[src/rtl/mdrop_uart_rx.sv]
module mdrop_uart_rx #(
  parameter int OVS = 16,
  parameter int DW  = 8
) (
  input  logic          clk,
  input  logic          rst_n,
  input  logic          tick,
  input  logic          rxd,
  input  logic [2:0]    mode,
  input  logic          rd_ack,
  input  logic          clr_err,
  output logic [DW-1:0] rx_data,
  output logic          rx_rdy,
  output logic          err_flag
);

  localparam int CW = $clog2(OVS);
  localparam int BW = (DW > 1) ? $clog2(DW) : 1;
  localparam logic [CW-1:0] MID_CNT  = CW'(OVS/2 - 1);
  localparam logic [CW-1:0] LAST_CNT = CW'(OVS - 1);
  localparam logic [BW-1:0] LAST_BIT = BW'(DW - 1);

  typedef enum logic [2:0] {S_IDLE, S_START, S_DATA, S_NINTH, S_STOP} st_t;

  st_t            st;
  logic [CW-1:0]  cnt;
  logic [BW-1:0]  bidx;
  logic [DW-1:0]  sh;
  logic           ninth;

  logic has_ninth, multidrop, exp_ninth, mid_hit, bit_hit, char_done, err_set;

  assign multidrop = mode[2] & mode[1];
  assign has_ninth = ~mode[2] | mode[1];
  assign mid_hit   = tick && (cnt == MID_CNT);
  assign bit_hit   = tick && (cnt == LAST_CNT);
  assign char_done = (st == S_STOP) && bit_hit;

  always_comb begin
    case (mode[1:0])
      2'd0:    exp_ninth = ^sh;
      2'd1:    exp_ninth = ~^sh;
      2'd2:    exp_ninth = 1'b0;
      default: exp_ninth = 1'b1;
    endcase
  end

  assign err_set = char_done && has_ninth &&
                   (multidrop ? ninth : (ninth != exp_ninth));

  always_ff @(posedge clk or negedge rst_n) begin
    if (!rst_n) begin
      st    <= S_IDLE;
      cnt   <= '0;
      bidx  <= '0;
      sh    <= '0;
      ninth <= 1'b0;
    end else begin
      case (st)
        S_IDLE: begin
          if (tick && !rxd) begin
            st  <= S_START;
            cnt <= CW'(1);
          end
        end
        S_START: begin
          if (mid_hit) begin
            cnt  <= '0;
            bidx <= '0;
            st   <= rxd ? S_IDLE : S_DATA;
          end else if (tick) begin
            cnt <= cnt + 1'b1;
          end
        end
        S_DATA: begin
          if (bit_hit) begin
            cnt  <= '0;
            sh   <= {rxd, sh[DW-1:1]};
            bidx <= bidx + 1'b1;
            if (bidx == LAST_BIT) st <= has_ninth ? S_NINTH : S_STOP;
          end else if (tick) begin
            cnt <= cnt + 1'b1;
          end
        end
        S_NINTH: begin
          if (bit_hit) begin
            cnt   <= '0;
            ninth <= rxd;
            st    <= S_STOP;
          end else if (tick) begin
            cnt <= cnt + 1'b1;
          end
        end
        S_STOP: begin
          if (bit_hit) begin
            cnt <= '0;
            st  <= S_IDLE;
          end else if (tick) begin
            cnt <= cnt + 1'b1;
          end
        end
        default: st <= S_IDLE;
      endcase
    end
  end

  always_ff @(posedge clk or negedge rst_n) begin
    if (!rst_n) begin
      rx_data  <= '0;
      rx_rdy   <= 1'b0;
      err_flag <= 1'b0;
    end else begin
      if (char_done) begin
        rx_data <= sh;
        rx_rdy  <= 1'b1;
      end else if (rd_ack) begin
        rx_rdy  <= 1'b0;
      end
      if (err_set)      err_flag <= 1'b1;
      else if (clr_err) err_flag <= 1'b0;
    end
  end


  rdy_ack_chk: assert property (@(posedge clk) disable iff (!rst_n)
    (rd_ack && !char_done) |=> !rx_rdy);


  rdy_rise_chk: assert property (@(posedge clk) disable iff (!rst_n)
    $rose(rx_rdy) |-> $past(st == S_STOP));


  err_sticky_chk: assert property (@(posedge clk) disable iff (!rst_n)
    (err_flag && !clr_err) |=> err_flag);


  err_clear_chk: assert property (@(posedge clk) disable iff (!rst_n)
    (clr_err && !err_set) |=> !err_flag);


  err_prio_chk: assert property (@(posedge clk) disable iff (!rst_n)
    err_set |=> err_flag);


  no_ninth_chk: assert property (@(posedge clk) disable iff (!rst_n)
    (mode[2] && !mode[1]) |-> !err_set);


  idle_hold_chk: assert property (@(posedge clk) disable iff (!rst_n)
    !tick |=> $stable(st));

endmodule

[config.mk]
export PLATFORM = sky130hd
export DESIGN_NAME = mdrop_uart_rx
export DESIGN_NICKNAME = d
export VERILOG_FILES = /design/src/rtl/mdrop_uart_rx.sv
export SDC_FILE = /design/constraint.sdc
export NUM_CORES = 1
export LEC_CHECK = 0
export ABC_AREA = 0
export BUFFER_PORTS_ARGS = -buffer_cell sky130_fd_sc_hd__buf_2
export CORE_MARGIN = 2
export CORE_UTILIZATION = 42
export DETAILED_ROUTE_END_ITERATION = 8
export GPL_TIMING_DRIVEN = 0
export SYNTH_ARGS = -nofsm -noshare
export SYNTH_HDL_FRONTEND = slang
export SYNTH_SLANG_ARGS = --single-unit
[constraint.sdc]
create_clock -name clk -period 2.3 [get_ports clk]
set_clock_uncertainty 0.05 [all_clocks]
set_input_delay 0.115 -clock clk [delete_from_list [all_inputs] [get_ports clk]]
set_output_delay 0.115 -clock clk [all_outputs]
set_load 0.005 [all_outputs]
==> summary.md, run 1 <==
| Metric | Value |
|---|---|
| Status | completed |
| Cell row count | 22 |
| CTS tree | built |
| Cell area power density | 852 mW/mm2 |
| Global-route wire length before repair | around 5.6 mm |
| Final net count | 187 |
| IO Pins | 19 |
| Worst-skew pair later-pin latency | approximately 0.28 ns |
| Synth Warn # | 0 |
| Longest Clk Path Bufs | 2 |
| CP cell instances | ha_1 -> and4_1 -> buf_4 -> mux2i_1 -> o211ai_2 -> o31ai_1 -> a211o_1 |
| Max incr delay on CP | between 0.4 and 0.5 ns |
| Clock buffer count from CTS | 5 |
| Mapped Area | approximately 0.0016 mm2 |
| Vias in the first global route | 1,183 |
| Vias per inst | roughly 5.4 |
| Peak VDD IR | 0.400 mV |
| Post-route ant nets | 0 |
| RD Place Congestion | approximately 0.76 |
| Req. time, crit path | 2.48 ns |
| Clock sinks | 29 |
| Number of synthesized flops with an enable pin | 0 |
| Slew Limit Fails | 0 |
| Post-Route WL | 3.10 mm |
| Total GRT Usage | 0.174 |
| Starting Density | 0.436 |
| Worst hold path stage count | 4 |
| Period Utilization, post-route | 0.841 |
| Worst-margin pin slew | between 0.6 and 0.7 ns |
| Commonest non-fill, non-tap cell in the layout | dfrtp_1 |
| Setup-failing EPs final | 0 |
| Max Cap Viol | 0 |
| Synth unique cells | 46 |
| Total Negative Setup Slacks | 0 ns |
| Endpoints failing hold | 0 |
| Crit Path Category | flip-flop to flip-flop |
| Fin util | 0.516 |
| CP Launch Type | flip-flop |
| Synth Area in XOR/XNOR | 0.0513 |
| CP Max Fanout | 7 |
| Gr ovfl total | 0 |
| Endpoint type of the worst setup path | flip-flop |
| Post-DP HPWL | 2.21 mm |
| WL per Instance | 13.8 um |
| N_diodes | 0 |
| Die height | roughly 65 um |
| Post-layout minimum cycle time | 1.93 ns |
| Total power | 1.60 mW |
| DRC | 0 |
| Setup repair after global routing missed its margin | no |
| Antenna violations before repair | 0 |
| Simple-gate area share of the yosys netlist | 0.148 |
| Synth async-reset ratio | 1.00 |
| Post-Synth Adder-Cell Area | 0.0237 |
| WP data arrival | approximately 2.1 ns |
| Core box area | 0.00363 mm2 |
| Number of fillers in the final layout | 350 |
| Worst r2r path cells | 7 |
| Initial detailed-routing violation count | 59 |
| Most frequent cells in the layout | dfrtp_1 (29), buf_2 (23), nand2_1 (11) |
| Complex-gate fraction of the synthesized area | 0.137 |
| Post-synthesis sequential area ratio | 0.458 |
| Layout area overhead | 18.3% |
| Peak Freq | 0.517 GHz |
| Slew margin rel. | 0.571 |
| Post-cts resize count | 0 |
| Syn nets | between 150 and 200 |
| Vias post-DR | 1,216 |
| Post-synthesis mux area share | 0.138 |
| Post-CTS Setup Inserts | 0 |
| Count of state elements after synthesis | 29 |
| Leakage power total | 0.954 nW |
| Slowest cell on the critical path | dfrtp_1 |
| Area of the die | 0.00428 mm2 |
| Ys flop type | dfrtp_1 |
| Proportion of layout cells with a drive suffix above 1 | 0.267 |
| Buffers on Ports | 18 |
| Die X | 65.4 um |
| Min-delay worst type | input port to flip-flop |
| Syn avg cell area | 10.7 um2 |
| H-tree depth | 2 |
| Main combinational cell family by area after synthesis | simple AND/OR/NAND/NOR gates |
| Largest net degree at the start of global routing | 30 |
| Root Buffer | clkbuf_8 |
| DRT Pass-1 Iters | 4 |
| Post-Syn Instances | 148 |
| CTS clk-pin slew, worst paths | 0.07 ns |
-- metrics by stage --
step           setup WS [ns]  std cells  cell area, um2  hold slack, ns
6_report               0.366        224            1880          0.0647
3_5_place_dp           0.362        214            1740           0.132
5_1_grt                0.236        224            1880           0.100
2_1_floorplan          0.584        148            1590          -0.231
3_3_place_gp           0.406        214            1740           0.125
4_1_cts                0.354        224            1880          0.0562
-- synthesized netlist by cell type (2+ instances only) --
master    instances  share of area
nor2_1            4         0.0095
o21ai_1           4          0.013
ha_1              3          0.024
mux2_1            6          0.043
nand2_1          11          0.026
inv_1             4         0.0095
or3_1             2         0.0079
a22o_1            2          0.011
a21oi_1           7          0.022
mux2i_1           5          0.032
o31ai_1           2         0.0095
nor3_1            5          0.016
o21ai_0          10          0.032
mux2_2            9          0.064
buf_2             5          0.016
nand4b_1          2          0.011
and3_1            2         0.0079
dfrtp_1          29           0.46
xnor2_1           2          0.011
nor2b_1           6          0.024
xor2_1            2          0.011
clkbuf_1          2         0.0047
-- power by group --
group | leakage [nW] | internal, mW | switching (mW)
clock network | 0.0574 | 0.352 | 0.204
registers | 0.398 | 0.560 | 0.0585
logic | 0.498 | 0.171 | 0.254
total | 0.954 | 1.08 | 0.517
-- logic make-up (layout without fill, tap and decap cells) --
group                      count (synthesis)  after routing
xor gates and xnor gates                   6              6
muxes                                     20             20
AOI/OAI and AO/OA                         34             34
adders and majority gates                  3              3
and+or+nand+nor                           42             42
DFF                                       29             29
buffers and inverters                     14             42
-- worst max-delay path, delay by kind of cell, from the launching register on --
kind,cells,cell delay (ns)
and+or+nand+nor,1,0.21
buffers and inverters,1,0.16
adders and majority gates,1,0.27
AOI/OAI and AO/OA,3,0.58
muxes,1,0.17
DFF,1,0.45
-- area by class of cell --
type	instances	area [um2]	share of cell area
Clock inverter	2	37.5	0.0200
Tap cell	48	60.1	0.0320
Inverter	5	18.8	0.0100
Clock buffer	6	82.6	0.0440
Buffer	9	51.3	0.0274
Sequential cell	29	726	0.387
Timing Repair Buffer	20	110	0.0587
Multi-Input combinational cell	105	790	0.421
-- routing by layer --
metal	vias to the layer above	GRT usage	wire [um]
met1	592	0.212	1440
met3	7	0.0411	128
li1	593	-	-
met5	-	0	0
met2	24	0.292	1460
met4	0	0.0781	64
-- worst paths after layout --
| check | from | end | slack (ns) |
|---|---|---|---|
| max | cnt[0] | cnt[0] | 0.37 |
| min | clr_err | err_flag | 0.06 |
| max reg2reg | cnt[0] | cnt[0] | 0.37 |
| min reg2reg | bidx[0] | bidx[0] | 0.43 |
| max in group asynchronous | rst_n | rx_data[7] | 1.43 |
| min in group asynchronous | rst_n | rx_data[6] | 0.34 |
-- state kept, by name, indices dropped and copies added, names as in the netlist --
name / flops
st: 3
err_flag: 1
bidx: 3
rx_rdy: 1
cnt: 4
rx_data: 8
ninth: 1
sh: 8
-- timing repair --
item | CTS | global route
endpoints found under the hold margin | 30 | 0
endpoints found under the setup margin | 0 | 0
hold buffers | 2 | 0
No activity file was read; power rests on OpenSTA's default activity.
==> inputs of run 2 (changes only) <==
clock period = 1.7 ns   (was 2.3 ns; I/O delays follow)
==> run 2 against run 1 <==
Sequential share of layout area decreased by 1.2 points. Register-to-register slack got worse by 0.33 ns. Flip-flop and latch count unchanged. Global-route usage about the same. Non-clock buffer count increased by 3. Critical path depth decreased by 2. First-iteration DRC count decreased by 12%. Routed wire length increased by 6.8%. Die area unchanged. Combinational power increased by 63%. Highest routed layer unchanged.
==> summary.md, run 2 (synthesis results as in run 1) <==
| Metric | Value |
|---|---|
| Status | completed |
| Setup WS pre-CTS | -0.192 ns (-0.554 ns) |
| Min-delay worst type | input port to flip-flop |
| Sequential group share of total power | 0.393 (+0.006) |
| Gr ovfl total | 0 (unchanged) |
| CTS tree | built |
| WP data arrival | 1.78 ns (-0.33 ns) |
| Setup-failing EPs final | 0 (unchanged) |
| CP most frequent cell | mux2i_1 |
| Leakage power total | 0.966 nW (+1.3%) |
| Fin area | 0.00194 mm2 (+3.6%) |
| Worst r2r dst | err_flag |
| Most frequent cells in the layout | dfrtp_1 (27), buf_2 (22), nand2_1 (11) |
| Number of fillers in the final layout | 355 (+1.4%) |
| Peak VDD IR | 0.618 mV (+55%) |
| Global-route wire length before repair | 5.60 mm (+0.48%) |
| Worst setup path endpoint | err_flag |
| Area of the die | 0.00428 mm2 (unchanged) |
| DP Area | 0.00174 mm2 (+0.14%) |
| Layout area overhead | 22.6% |
| Slowest cell on the critical path | xnor3_1 |
| Req. time, crit path | 1.82 ns (-0.66 ns) |
| Slew margin rel. | 0.567 (-0.00417) |
| N_diodes | 0 (unchanged) |
| Comb pwr share | 0.320 (+0.054) |
| Total GRT Usage | 0.174 (+0.000478) |
| Post-route ant nets | 0 (unchanged) |
| Worst path depth | 5 (-2) |
| WP buf/inv | 0 (-1) |
| Longest Clk Path Bufs | 2 (unchanged) |
| Largest net degree at the start of global routing | 30 (unchanged) |
| Clock sinks | 29 (unchanged) |
| Final worst slack | 0.0381 ns (-0.328 ns) |
| Slew Limit Fails | 0 (unchanged) |
| Cell area power density | 1110 mW/mm2 (+31%) |
| Crit Path Category | flip-flop to flip-flop |
| CP top delay family | XOR/XNOR gates |
| CP Max Fanout | 4 (-3) |
| Worst-skew pair later-pin latency | 0.28 ns (about the same) |
| Endpoints failing hold | 0 (unchanged) |
| Max Cap Viol | 0 (unchanged) |
| Sw frac | 0.338 (+0.0147) |
| CP startpoint | sh[5] |
| Antenna violations before repair | 0 (unchanged) |
| Die X | 65.4 um (unchanged) |
| Die height | 65.4 um (unchanged) |
| Vias in the first global route | 1,219 (+3.0%) |
| CP Launch Type | flip-flop |
| Int Power | 1.43 mW (+32%) |
| H-tree depth | 2 (unchanged) |
| CP cell instances | xnor2_1 -> xnor3_1 -> mux2i_1 -> mux2i_1 -> nand2_1 |
| RD Place Congestion | 0.788 (+3.5%) |
| Max incr delay on CP | 0.44 ns (about the same) |
| Final net count | 190 (+1.6%) |
| CTS clk-pin slew, worst paths | 0.06 ns (about the same) |
| IO Pins | 19 (unchanged) |
| WL per Instance | 14.6 um (+5.4%) |
| Worst-margin pin slew | 0.650 ns (+0.00626 ns) |
| Proportion of layout cells with a drive suffix above 1 | 0.341 (+0.0737) |
| Hold_ws | 0.0269 ns (-0.0379 ns) |
| Fin util | 0.535 (+0.0186) |
| Core box area | 0.00363 mm2 (unchanged) |
| Buffers on Ports | 18 (unchanged) |
| DRC | 0 (unchanged) |
| Reg-to-Reg Start | sh[5] |
| Post-Route WL | 3.31 mm (+6.8%) |
| Worst r2r path cells | 5 (-2) |
| Vias post-DR | 1,216 (unchanged) |
| Clock buffer count from CTS | 5 (unchanged) |
| Setup repair after global routing missed its margin | yes |
| Clock power frac | 0.286 (-0.062) |
| Post-DP HPWL | 2.25 mm (+1.5%) |
| DRT Pass-1 Iters | 4 (unchanged) |
| R2R setup slack | 0.04 ns (-0.33 ns) |
| Cell row count | 22 (unchanged) |
| Top Registers | rx_data x8, sh x8, cnt x4 |
| Root Buffer | clkbuf_8 |
| Period Utilization, post-route | 0.978 (+0.137) |
| Initial detailed-routing violation count | 52 (-12%) |
| Post-layout minimum cycle time | 1.66 ns (-0.272 ns) |
| Commonest non-fill, non-tap cell in the layout | dfrtp_1 |
| Endpoint type of the worst setup path | flip-flop |
| Peak Freq | 0.602 GHz (+16%) |
| NetSw | 732 uW (+42%) |
| Vias per inst | 5.36 (-1.3%) |
| Starting Density | 0.436 (unchanged) |
-- run 2: changes by cell type in the layout (fill, tap and decap cells not counted), sizes merged --
| cell | before | now |
|---|---|---|
| buf | 25 | 28 |
| bufinv | 1 | 0 |
| clkinv | 0 | 1 |
| clkinvlp | 1 | 0 |
| clkbuf | 8 | 9 |
-- run 2: worst min path at each step --
| stage | startpoint | to | cells after the start |
|---|---|---|---|
| 3_5_place_dp | rst_n | rx_data[5] | 1 |
| 5_1_grt | clr_err | err_flag | 4 |
| 4_1_cts | clr_err | err_flag | 4 |
| 3_3_place_gp | rst_n | rx_data[5] | 1 |
| 2_1_floorplan | rst_n | bidx[0] | 0 |
| 6_report | clr_err | err_flag | 4 |
-- run 2: final cells by class --
cell class / count / area, um2 / area share
repair buffers: 24 / 140 / 0.0721
well taps: 48 / 60.1 / 0.0309
flip-flops and latches: 29 / 728 / 0.375
clock buffers: 7 / 96.3 / 0.0496
plain buffers: 8 / 48.8 / 0.0251
clock inverters: 1 / 5.00 / 0.00258
inverters: 5 / 18.8 / 0.00966
multi-input cells: 105 / 846 / 0.435
-- run 2: power groups by stage --
stage          registers, mW  logic (mW)  clock network (mW)
2_1_floorplan          0.828       0.449                   0
3_3_place_gp           0.844       0.547                   0
3_5_place_dp           0.846       0.568                   0
4_1_cts                0.830       0.642               0.644
5_1_grt                0.861       0.777               0.670
6_report               0.852       0.693               0.620
-- run 2: layer usage --
| layer | wire length (um) | part of all wire | track usage |
|---|---|---|---|
| met3 | 107 | 0.032 | 0.0411 |
| met1 | 1460 | 0.44 | 0.198 |
| met5 | 0 | 0 | 0 |
| met4 | 61 | 0.018 | 0.0729 |
| met2 | 1680 | 0.51 | 0.313 |
-- run 2: repair_timing --
item / 4_1_cts / 5_1_grt
endpoints found under the hold margin: 30 / 0
setup endpoints to repair: 22 / 20
pin swaps: 4 / 3
hold buffers: 2 / 0
setup buffers: 2 / 2
gates resized for setup: 7 / 11
-- run 2: through the flow --
stage	TNS (ns)	total power, mW	cells
floorplan	0	1.28	148
global placement	-1.85	1.39	214
detailed placement	-2.66	1.41	214
CTS	0	2.12	225
global route	-0.184	2.31	227
finish	0	2.16	227
-- run 2: worst reg2reg max path, stage by stage (launching register included) --
cell and delay, ns:
dfrtp_1 0.40, xnor2_1 0.19, xnor3_1 0.44, mux2i_1 0.20, mux2i_1 0.21, nand2_1 0.06
